`src/rtl/eps_pkg.sv`:
```
package eps_pkg;
  typedef enum logic [1:0] {
    ST_COLLECT = 2'd0,
    ST_OFFER   = 2'd1,
    ST_AWAIT   = 2'd2,
    ST_EMIT    = 2'd3
  } eps_state_e;
endpackage

```
`src/rtl/eps_ingest.sv`:
```
module eps_ingest #(
  parameter int FRAME_BYTES = 68,
  parameter int IW          = 7
) (
  input  logic          clk,
  input  logic          rst_n,
  input  logic          en,
  input  logic          in_valid,
  input  logic          in_sof,
  input  logic          in_eof,
  output logic          wr_en,
  output logic [IW-1:0] wr_idx,
  output logic          done,
  output logic          err_short
);
  localparam logic [IW-1:0] LAST = IW'(FRAME_BYTES - 1);
  localparam logic [IW-1:0] FULL = IW'(FRAME_BYTES);

  logic          open_q;
  logic [IW-1:0] cnt_q;
  logic          take;
  logic          short_c;

  // a byte counts only inside an open frame or when it opens one
  assign take    = en && in_valid && (in_sof || open_q);
  assign wr_idx  = in_sof ? '0 : cnt_q;
  assign wr_en   = take && (wr_idx < FULL);
  assign done    = take && in_eof && (wr_idx >= LAST);
  assign short_c = take && in_eof && (wr_idx < LAST);

  always_ff @(posedge clk) begin
    if (!rst_n) begin
      open_q    <= 1'b0;
      cnt_q     <= '0;
      err_short <= 1'b0;
    end else begin
      err_short <= short_c;
      if (take) begin
        open_q <= !in_eof;
        cnt_q  <= (wr_idx >= FULL) ? FULL : wr_idx + 1'b1;
      end
    end
  end
endmodule

```
`src/rtl/eps_store.sv`:
```
module eps_store #(
  parameter int HDR_BYTES = 22,
  parameter int PAY_BYTES = 46,
  parameter int SLOTS     = 48,
  parameter int IW        = 7
) (
  input  logic               clk,
  input  logic               rst_n,
  input  logic               wr_en,
  input  logic [IW-1:0]      wr_idx,
  input  logic [7:0]         wr_data,
  input  logic               ld_en,
  input  logic [SLOTS*8-1:0] ld_data,
  input  logic [IW-1:0]      rd_idx,
  output logic [7:0]         rd_byte,
  output logic [SLOTS*8-1:0] blk_data
);
  localparam int BUS_W = SLOTS * 8;

  logic [7:0] hdr [HDR_BYTES];
  logic [7:0] pay [PAY_BYTES];

  always_ff @(posedge clk) begin
    if (!rst_n) begin
      for (int i = 0; i < HDR_BYTES; i++) hdr[i] <= '0;
      for (int i = 0; i < PAY_BYTES; i++) pay[i] <= '0;
    end else begin
      for (int i = 0; i < HDR_BYTES; i++)
        if (wr_en && wr_idx == IW'(i)) hdr[i] <= wr_data;
      for (int i = 0; i < PAY_BYTES; i++) begin
        if (wr_en && wr_idx == IW'(HDR_BYTES + i)) pay[i] <= wr_data;
        else if (ld_en) pay[i] <= ld_data[BUS_W-1-8*i -: 8];
      end
    end
  end

  // pad slots have no storage: they read as zero whatever came back
  for (genvar k = 0; k < SLOTS; k++) begin : g_pack
    if (k < PAY_BYTES) begin : g_data
      assign blk_data[BUS_W-1-8*k -: 8] = pay[k];
    end else begin : g_pad
      assign blk_data[BUS_W-1-8*k -: 8] = 8'h00;
    end
  end

  always_comb begin
    rd_byte = '0;
    for (int i = 0; i < HDR_BYTES; i++)
      if (rd_idx == IW'(i)) rd_byte = hdr[i];
    for (int i = 0; i < PAY_BYTES; i++)
      if (rd_idx == IW'(HDR_BYTES + i)) rd_byte = pay[i];
  end
endmodule

```
`src/rtl/eps_egress.sv`:
```
module eps_egress #(
  parameter int FRAME_BYTES = 68,
  parameter int IW          = 7
) (
  input  logic          clk,
  input  logic          rst_n,
  input  logic          active,
  input  logic          out_ready,
  output logic [IW-1:0] idx,
  output logic          sof,
  output logic          eof,
  output logic          last_fire
);
  localparam logic [IW-1:0] LAST = IW'(FRAME_BYTES - 1);

  logic fire;

  assign fire      = active && out_ready;
  assign sof       = (idx == '0);
  assign eof       = (idx == LAST);
  assign last_fire = fire && eof;

  always_ff @(posedge clk) begin
    if (!rst_n)    idx <= '0;
    else if (fire) idx <= eof ? '0 : idx + 1'b1;
  end
endmodule

```
`src/rtl/eth_payload_splitter.sv`:
```
module eth_payload_splitter #(
  parameter int HDR_BYTES = 22,
  parameter int PAY_BYTES = 46,
  parameter int BLK_BYTES = 16
) (
  input  logic                                   clk,
  input  logic                                   rst_n,
  input  logic                                   in_valid,
  output logic                                   in_ready,
  input  logic [7:0]                             in_data,
  input  logic                                   in_sof,
  input  logic                                   in_eof,
  output logic                                   blk_valid,
  input  logic                                   blk_ready,
  output logic [((PAY_BYTES+BLK_BYTES-1)/BLK_BYTES)*BLK_BYTES*8-1:0] blk_data,
  input  logic                                   ret_valid,
  output logic                                   ret_ready,
  input  logic [((PAY_BYTES+BLK_BYTES-1)/BLK_BYTES)*BLK_BYTES*8-1:0] ret_data,
  output logic                                   out_valid,
  input  logic                                   out_ready,
  output logic [7:0]                             out_data,
  output logic                                   out_sof,
  output logic                                   out_eof,
  output logic                                   err_short
);
  import eps_pkg::*;

  localparam int NBLK        = (PAY_BYTES + BLK_BYTES - 1) / BLK_BYTES;
  localparam int SLOTS       = NBLK * BLK_BYTES;
  localparam int BUS_W       = SLOTS * 8;
  localparam int FRAME_BYTES = HDR_BYTES + PAY_BYTES;
  localparam int IW          = $clog2(FRAME_BYTES + 1);

  eps_state_e    state_q;
  logic          wr_en, done, last_fire, ld_en;
  logic [IW-1:0] wr_idx, rd_idx;

  assign in_ready  = (state_q == ST_COLLECT);
  assign blk_valid = (state_q == ST_OFFER);
  assign ret_ready = (state_q == ST_AWAIT);
  assign out_valid = (state_q == ST_EMIT);
  assign ld_en     = ret_ready && ret_valid;

  always_ff @(posedge clk) begin
    if (!rst_n) state_q <= ST_COLLECT;
    else begin
      unique case (state_q)
        ST_COLLECT: if (done)      state_q <= ST_OFFER;
        ST_OFFER:   if (blk_ready) state_q <= ST_AWAIT;
        ST_AWAIT:   if (ret_valid) state_q <= ST_EMIT;
        ST_EMIT:    if (last_fire) state_q <= ST_COLLECT;
        default:                   state_q <= ST_COLLECT;
      endcase
    end
  end

  eps_ingest #(.FRAME_BYTES(FRAME_BYTES), .IW(IW)) u_ingest (
    .clk, .rst_n,
    .en        (in_ready),
    .in_valid,
    .in_sof,
    .in_eof,
    .wr_en,
    .wr_idx,
    .done,
    .err_short
  );

  eps_store #(.HDR_BYTES(HDR_BYTES), .PAY_BYTES(PAY_BYTES), .SLOTS(SLOTS), .IW(IW)) u_store (
    .clk, .rst_n,
    .wr_en,
    .wr_idx,
    .wr_data  (in_data),
    .ld_en,
    .ld_data  (ret_data),
    .rd_idx,
    .rd_byte  (out_data),
    .blk_data
  );

  eps_egress #(.FRAME_BYTES(FRAME_BYTES), .IW(IW)) u_egress (
    .clk, .rst_n,
    .active    (out_valid),
    .out_ready,
    .idx       (rd_idx),
    .sof       (out_sof),
    .eof       (out_eof),
    .last_fire
  );
endmodule

```
`config.mk`:
```
export PLATFORM = sky130hd
export DESIGN_NAME = eth_payload_splitter
export DESIGN_NICKNAME = d
export VERILOG_FILES = /design/src/rtl/eps_pkg.sv /design/src/rtl/eps_ingest.sv /design/src/rtl/eps_store.sv /design/src/rtl/eps_egress.sv /design/src/rtl/eth_payload_splitter.sv
export SDC_FILE = /design/constraint.sdc
export NUM_CORES = 1
export LEC_CHECK = 0
export BUFFER_PORTS_ARGS = -buffer_cell sky130_fd_sc_hd__buf_2
export CAP_MARGIN = 20
export CORE_AREA = 10 10 306 308
export CTS_BUF_LIST = sky130_fd_sc_hd__clkbuf_4 sky130_fd_sc_hd__clkbuf_8
export CTS_CLUSTER_DIAMETER = 50
export CTS_CLUSTER_SIZE = 28
export DETAILED_ROUTE_END_ITERATION = 8
export DIE_AREA = 0 0 316 318
export HOLD_SLACK_MARGIN = 0.15
export PLACE_DENSITY_LB_ADDON = 0.12
export SYNTH_ARGS = -nofsm -noshare
export SYNTH_HDL_FRONTEND = slang
export SYNTH_SLANG_ARGS = --single-unit
```
`constraint.sdc`:
```
create_clock -name clk -period 3.86 [get_ports clk]
set_clock_uncertainty 0.05 [all_clocks]
set_input_delay 0.386 -clock clk [delete_from_list [all_inputs] [get_ports clk]]
set_output_delay 0.386 -clock clk [all_outputs]
set_load 0.01 [all_outputs]
```
==> flow_metrics.env, run 1 <==
export IMPL_rsz0062_at_grt="true"
export IMPL_preCtsSetupSlack_ns=-0.441
export IMPL_clk_pin_slew_ns=0.09
export IMPL_startpoint="u_egress.idx[0]$_SDFFE_PN0P_"
export IMPL_grt_first_pass_wirelength_mm=259
export IMPL_whs_path_depth=6
export IMPL_core_area_mm2=0.0877
export IMPL_wl_mm=190
export IMPL_vias=34100
export IMPL_maxSlewViolCount=0
export IMPL_hold_end="state_q[0]$_SDFFE_PN0P_"
export IMPL_min_path_type="in2reg"
export IMPL_drt_initial_drc_count=4676
export IMPL_start_kind="flop"
export IMPL_intPower_w=0.0104
export IMPL_fin_crit_sh_pct=113
export IMPL_syn_inst=2997
export IMPL_timing_hold_ws_ns=0.199
export IMPL_dieArea_mm2=0.100
export IMPL_seq_power_share_pct=50.5
export IMPL_ys_seq_area_share_pct=56.2
export IMPL_ys_types=91
export IMPL_cts_tree="yes"
export IMPL_cts_htree_levels=3
export IMPL_synth_ff_type="edfxtp_1"
export IMPL_cp_top_family="simple AND/OR/NAND/NOR gates"
export IMPL_cpPeakStageDelay_ns=0.58
export IMPL_drc=0
export IMPL_cp_required_ns=3.42
export IMPL_io_buffer_count=766
export IMPL_netlist_area_mm2=0.0297
export IMPL_clkPwrFrac_pct=37.8
export IMPL_finalWorstSetupSlack_ns=-0.505
export IMPL_min_period_ns=4.37
export IMPL_drive_above_1_share_pct=36.0
export IMPL_timing_rr_end="u_store.pay[0][82]$_SDFFCE_PN0P_"
export IMPL_area_growth_pct=52.1
export IMPL_crit_chain="buf_6, ha_4, buf_6, and4b_2, nand2_2, o211ai_1, nor2_1, or4_4, or4_4, a31oi_4, o31ai_4, buf_2"
export IMPL_vias_per_cell=5.96
export IMPL_critPathArrivalTime_ns=3.93
export IMPL_numCtsBuffers=79
export IMPL_grt_remaining_overflow=0
export IMPL_synthArstFlopShare_pct=0
export IMPL_firstDrtPassIters=6
export IMPL_hold_viol=0
export IMPL_r2r_cells=9
export IMPL_dieHeight_um=318
export IMPL_setup_viol=8
export IMPL_yosys_register_bits=562
export IMPL_hpwlAfterDp_mm=146
export IMPL_syn_avg_cell_area_um2=9.91
export IMPL_io_pin_count=799
export IMPL_violations="negative setup slack"
export IMPL_peakVddDrop_v=0.000239
export IMPL_row_count=109
export IMPL_slew_headroom_pct=22.0
export IMPL_antenna_found_initial=18
export IMPL_cts_sinks=562
export IMPL_power_switching_w=0.00425
export IMPL_swShare_pct=29.0
export IMPL_initial_core_util_pct=33.9
export IMPL_clock_path_buffers=3
export IMPL_status="finished with violations"
export IMPL_cp_num_buf_inv=3
export IMPL_cts_root_buf="clkbuf_8"
export IMPL_fillers=8278
export IMPL_fin_nets=4899
export IMPL_reg2reg_slack_ns=0.26
export IMPL_gp_congestion=0.994
export IMPL_synth_edf_count=544
export IMPL_wl_per_cell_um=33.2
export IMPL_tightest_slew_ns=1.17
export IMPL_ys_warn_count=0
export IMPL_p_leak_nw=18.3
export IMPL_combPwrFrac_pct=11.7
export IMPL_grt_usage_pct=36.2
export IMPL_fmax_mhz=229
export IMPL_r2r_start="state_q[0]$_SDFFE_PN0P_"
export IMPL_critPathMaxFanout=7
export IMPL_drtAntennaViolNets=0
export IMPL_clock_latency_ns=0.71
export IMPL_power_density_mw_per_mm2=324
export IMPL_worst_path_max_delay_cell="or4_4"
export IMPL_grt_pass1_vias=33300
export IMPL_grt_start_max_net_pins=149
export IMPL_critPathKind="reg2out"
export IMPL_end_kind="primary output"
export IMPL_die_x_um=316
export IMPL_min_delay_start="ret_valid"
export IMPL_cap_viol_max_count=0
==> metal layers <==
| layer | vias to the layer above | part of all wire (%) | track usage [%] |
|---|---|---|---|
| met2 | 2374 | 46 | 57.8 |
| met1 | 16800 | 38 | 46.4 |
| met5 | - | 0.066 | 0 |
| met4 | 20 | 4.9 | 14.8 |
| li1 | 14400 | - | - |
| met3 | 498 | 10 | 8.63 |
==> worst reg2reg max path: cells and delay by family (launching register included) <==
family | cells | cell delay (ns)
simple gates | 1 | 0.60
compound gates | 4 | 1.22
buf+inv | 3 | 0.92
flops | 1 | 0.33
fa+ha+maj | 1 | 0.24
==> through the flow <==
stage                     TNS (ns)  cells  power [W]  instance area [um^2]  utilization [%]
final                        -2.85   5720     0.0146                 45200             51.5
after global routing         -3.21   5718     0.0150                 45200             51.5
after detailed placement     -1.77   5133    0.00882                 37500             42.8
after CTS                    -3.02   5701     0.0146                 44500             50.7
after global placement       -1.84   5132    0.00883                 37500             42.8
after floorplan                  0   3012    0.00772                 29800                -
==> final cells by class <==
type	count	area [um^2]	area share, %
inverter	47	181	0.402
clock inverter	59	638	1.41
clock buffer	86	1170	2.59
antenna	4	10.0	0.0222
sequential	562	16700	37.0
tap	1165	1460	3.23
multi-input combinational	2171	13200	29.3
timing repair buffer	1626	11800	26.0
==> repair_timing <==
action | in CTS | in global routing
gates cloned | 0 | 1
hold buffers | 389 | 0
gates resized for setup | 219 | 124
pin swaps | 62 | 46
buffers inserted | 41 | 15
setup endpoints to repair | 8 | 18
hold endpoints to repair | 373 | 0
==> layout by cell type (no fill, tap or decap), types with 23 or more instances in the layout <==
cell type | netlist | final
a21oi_1 | 105 | 91
a221oi_1 | 59 | 48
buf_12 | 0 | 23
buf_2 | 28 | 760
buf_4 | 22 | 409
buf_6 | 7 | 41
clkbuf_8 | 0 | 84
dlygate4sd3_1 | 0 | 389
edfxtp_1 | 544 | 544
inv_1 | 47 | 45
mux2_2 | 32 | 32
nand2_1 | 385 | 362
nand2_2 | 2 | 23
nand3_1 | 305 | 302
nor2_1 | 321 | 300
nor3_1 | 49 | 36
o211ai_1 | 26 | 26
o21ai_0 | 432 | 407
o221ai_1 | 34 | 26
o22ai_1 | 40 | 37
==> cell families after synthesis <==
| family | after synthesis | synth area share [%] |
|---|---|---|
| other | 1 | 0.0126 |
| muxes | 33 | 1.25 |
| adders and majority gates | 12 | 0.505 |
| DFF | 562 | 56.2 |
| and+or+nand+nor | 1211 | 19.0 |
| buffers and inverters | 279 | 4.10 |
| AOI/OAI and AO/OA | 894 | 18.8 |
| xor gates and xnor gates | 5 | 0.147 |
==> worst max path at each step <==
stage	end	slack, ns	cells past startpoint
2_1_floorplan	out_data[0]	0.69	11
3_3_place_gp	out_data[7]	-0.33	12
3_5_place_dp	out_data[7]	-0.44	12
4_1_cts	out_data[3]	-0.48	14
5_1_grt	out_data[0]	-0.54	14
6_report	out_data[0]	-0.51	12
==> state kept, by name (all words and copies together), names as in the netlist <==
| signal | flops |
|---|---|
| u_ingest.err_short | 1 |
| u_store.hdr | 176 |
| u_egress.idx | 7 |
| u_ingest.open_q | 1 |
| state_q | 2 |
| u_ingest.cnt_q | 7 |
| u_store.pay | 368 |
==> power groups by stage <==
stage               registers [W]  logic (W)  clock network (W)
floorplan                 0.00734   0.000381                  0
detailed placement        0.00749    0.00133                  0
global placement          0.00750    0.00132                  0
finish                    0.00739    0.00172            0.00553
CTS                       0.00736    0.00168            0.00556
global route              0.00738    0.00179            0.00579
==> synth_stat cells, types with 10 or more instances <==
| cell type | instances | area [um^2] |
|---|---|---|
| nor4_1 | 19 | 119 |
| nand4_1 | 20 | 125 |
| mux2_2 | 32 | 360 |
| o22ai_1 | 40 | 250 |
| buf_2 | 28 | 140 |
| inv_1 | 47 | 176 |
| ha_1 | 12 | 150 |
| nand2b_1 | 13 | 81.3 |
| a221oi_1 | 59 | 517 |
| dfxtp_1 | 18 | 360 |
| o221ai_1 | 34 | 298 |
| a2111oi_0 | 12 | 105 |
| edfxtp_1 | 544 | 16300 |
| o2111ai_1 | 19 | 166 |
| buf_4 | 22 | 165 |
| a221o_1 | 15 | 150 |
| nor2_1 | 321 | 1200 |
| a22oi_1 | 20 | 150 |
| a21oi_1 | 105 | 526 |
| a31oi_1 | 17 | 106 |
| or4_1 | 12 | 90.1 |
| nand3_1 | 305 | 1530 |
| nor2b_1 | 10 | 62.6 |
| o21ai_0 | 432 | 2160 |
| buf_1 | 11 | 41.3 |
| nor3_1 | 49 | 245 |
| nand2_1 | 385 | 1450 |
| a211oi_1 | 35 | 263 |
| o211ai_1 | 26 | 195 |
| clkbuf_1 | 163 | 612 |
Power figures use the tool's default switching activity.
==> run 2, diff against run 1 <==
Settings changed: CORE_AREA 10 10 306 308 to 10 10 307 309, DIE_AREA 0 0 316 318 to 0 0 317 319, SYNTH_HIERARCHICAL set to 1.
==> run 2 against run 1 <==
  * The flow still finishes with violations (negative setup slack)
  * Sequential share of layout area is 1.1 points higher
  * Combinational power down 6%
  * Global-route usage is 1.4 points higher
  * Register-to-register slack got worse by 0.21 ns
  * Worst hold slack worse by 0.0022 ns
  * Sequential power is 0.7% higher
  * Clock power is essentially flat
  * Maximum frequency is 7.7% higher
  * Via count rose by 0.43%
  * Synthesized cell count increased by 1.4%
  * Critical path type unchanged
  * Largest cell class unchanged
  * Largest power group unchanged
  * Highest routed layer unchanged
==> flow_metrics.env, run 2 <==
export IMPL_worst_path_max_delay_cell="dfxtp_4"
export IMPL_finalWorstSetupSlack_ns=-0.194
export IMPL_violations="negative setup slack"
export IMPL_cts_htree_levels=3
export IMPL_synth_ff_type="edfxtp_1"
export IMPL_netlist_area_mm2=0.0299
export IMPL_setup_viol=8
export IMPL_wl_mm=198
export IMPL_io_buffer_count=766
export IMPL_final_common_cell="buf_2"
export IMPL_antenna_found_initial=18
export IMPL_grt_usage_pct=37.5
export IMPL_drc=0
export IMPL_dieHeight_um=319
export IMPL_grt_remaining_overflow=0
export IMPL_grt_start_max_net_pins=100
export IMPL_vias=34200
export IMPL_final_area_mm2=0.0439
export IMPL_numCtsBuffers=80
export IMPL_row_count=109
export IMPL_power_density_mw_per_mm2=332
export IMPL_place_area_mm2=0.0365
export IMPL_timing_hold_ws_ns=0.196
export IMPL_preCtsSetupSlack_ns=-0.233
export IMPL_rsz0062_at_grt="true"
export IMPL_io_pin_count=799
export IMPL_wl_per_cell_um=35.1
export IMPL_fillers=8395
export IMPL_clock_latency_ns=0.75
export IMPL_setup_tns_ns=-1.15
export IMPL_cp_common_cell="nor2_1"
export IMPL_min_path_type="in2reg"
export IMPL_slew_headroom_pct=17.6
export IMPL_syn_inst=3038
export IMPL_critPathArrivalTime_ns=3.62
export IMPL_end_kind="primary output"
export IMPL_die_x_um=317
export IMPL_start_kind="flop"
export IMPL_cpPeakStageDelay_ns=0.43
export IMPL_cts_sinks=562
export IMPL_dieArea_mm2=0.101
export IMPL_reg_top3="u_store/pay x368, u_store/hdr x176"
export IMPL_post_synth_top_count_cell="edfxtp_1"
export IMPL_initial_core_util_pct=34.0
export IMPL_min_period_ns=4.05
export IMPL_syn_avg_cell_area_um2=9.84
export IMPL_cts_root_buf="clkbuf_8"
export IMPL_synthArstFlopShare_pct=0
export IMPL_peakVddDrop_v=0.000248
export IMPL_cap_viol_max_count=0
export IMPL_drtAntennaViolNets=0
export IMPL_drt_initial_drc_count=5251
export IMPL_critPathKind="reg2out"
export IMPL_cp_num_buf_inv=3
export IMPL_critPathMaxFanout=12
export IMPL_top_register="u_store/pay"
export IMPL_crit_chain="buf_4, nand2b_4, nor2_1, buf_12, a221oi_1, o21ai_0, a211o_1, a31oi_2, nor2_1, a221o_1, buf_2"
export IMPL_synth_area_top_cells="edfxtp_1 (55%), o21ai_0 (7.6%), nand2_1 (5.0%), nand3_1 (4.6%), nor2_1 (3.5%)"
export IMPL_core_area_mm2=0.0880
export IMPL_cp_required_ns=3.42
export IMPL_final_cell_mix="buf_2 (761), edfxtp_1 (544), o21ai_0 (438), dlygate4sd3_1 (418), nand2_1 (382)"
export IMPL_cts_tree="yes"
export IMPL_grt_pass1_vias=33100
export IMPL_yosys_register_bits=562
export IMPL_status="finished with violations"
export IMPL_synthTopCellsByCount="edfxtp_1 (544), o21ai_0 (454), nand2_1 (397)"
export IMPL_maxSlewViolCount=0
export IMPL_synth_edf_count=544
export IMPL_fin_nets=4801
export IMPL_fin_crit_sh_pct=105
export IMPL_clk_pin_slew_ns=0.10
export IMPL_firstDrtPassIters=8
export IMPL_fmax_mhz=247
export IMPL_p_leak_nw=16.9
export IMPL_hpwlAfterDp_mm=152
export IMPL_ys_types=90
export IMPL_grt_first_pass_wirelength_mm=268
export IMPL_clock_path_buffers=3
export IMPL_cp_top_family="compound AO/OA/AOI/OAI gates"
export IMPL_area_growth_pct=46.8
export IMPL_drive_above_1_share_pct=32.0
export IMPL_vias_per_cell=6.07
export IMPL_ys_seq_area_share_pct=55.8
export IMPL_gp_congestion=1.03
export IMPL_largest_register_ff_count=368
export IMPL_hold_viol=0
export IMPL_synth_top_area_cell="edfxtp_1"
export IMPL_ys_warn_count=6
export IMPL_tightest_slew_ns=1.23
export IMPL_synth_top_area_share_pct=54.6
==> run 2: cell types whose count changed after synthesis, moves of 19 or more <==
| cell | before | now |
|---|---|---|
| o221ai_1 | 34 | 15 |
| o21ai_0 | 432 | 454 |
| a21boi_0 | 4 | 24 |
| mux2i_1 | 1 | 48 |
| o22ai_1 | 40 | 70 |
| nor2_1 | 321 | 280 |
| a221oi_1 | 59 | 16 |
| nand3_1 | 305 | 273 |
| buf_2 | 28 | 51 |
| a21oi_1 | 105 | 144 |
==> run 2: repair_timing <==
item,in CTS,in global routing
pin swaps,27,20
hold endpoints to repair,378,0
resized for setup,127,69
hold buffers,418,0
endpoints found under the setup margin,8,19
buffers inserted,37,9
gates cloned,4,0
==> run 2: cell type report <==
| cell class | count | area, um^2 | share of cell area [%] |
|---|---|---|---|
| Sequential cell | 562 | 16700 | 38.1 |
| Multi-Input combinational cell | 2177 | 12500 | 28.5 |
| Timing Repair Buffer | 1532 | 11200 | 25.5 |
| Tap cell | 1165 | 1460 | 3.32 |
| Clock buffer | 92 | 1220 | 2.78 |
| Clock inverter | 58 | 622 | 1.42 |
| Inverter | 40 | 158 | 0.359 |
| Antenna cell | 15 | 37.5 | 0.0855 |
==> run 2: worst min-delay path, delay by kind of cell <==
family          cells  cell delay, ns
buf+inv             1            0.27
compound gates      1            0.15
simple gates        1            0.08
==> run 2: metrics by stage <==
step                      power (W)  instances  util (%)
final                        0.0146       5641      49.9
after CTS                    0.0146       5614      49.5
after detailed placement    0.00879       5005      41.5
after floorplan             0.00769       3053         -
after global routing         0.0149       5631      49.9
after global placement      0.00880       5005      41.5
==> run 2: logic make-up (layout without fill, tap and decap cells) <==
group	after synthesis	after routing	synth area share (%)
simple gates	1123	1123	16.9
other cells	1	31	0.0125
flops	562	562	55.8
mux	75	75	2.96
compound gates	955	955	19.3
buf+inv	314	1722	4.61
fa+ha+maj	8	8	0.335
==> run 2: power by group <==
group	leakage (nW)	internal (W)	switching [W]
clock network	0.905	0.00257	0.00296
registers	5.49	0.00700	0.000432
logic	10.5	0.000697	0.000915
total	16.9	0.0103	0.00430
==> run 2: final timing paths <==
kind,startpoint,to,slack [ns],depth (start not counted)
worst max-delay path,u_egress/idx[2]$_SDFFE_PN0P_,out_data[2],-0.19,11
worst min-delay path,in_data[7],u_store/pay[1][111]$_SDFFCE_PN0P_,0.20,3
worst max register to register,u_ingest/cnt_q[3]$_SDFFE_PN0N_,u_store/pay[1][25]$_SDFFCE_PN0P_,0.05,5
worst min register to register,u_ingest/cnt_q[0]$_SDFFE_PN0N_,u_ingest/cnt_q[0]$_SDFFE_PN0N_,0.43,2
==> run 2: layer usage <==
layer,vias up,part of all wire (%),global-route usage [%]
met2,2684,45,58.1
li1,14100,-,-
met4,16,6.6,20.6
met5,-,0.056,0
met1,16900,37,47.6
met3,589,12,9.10
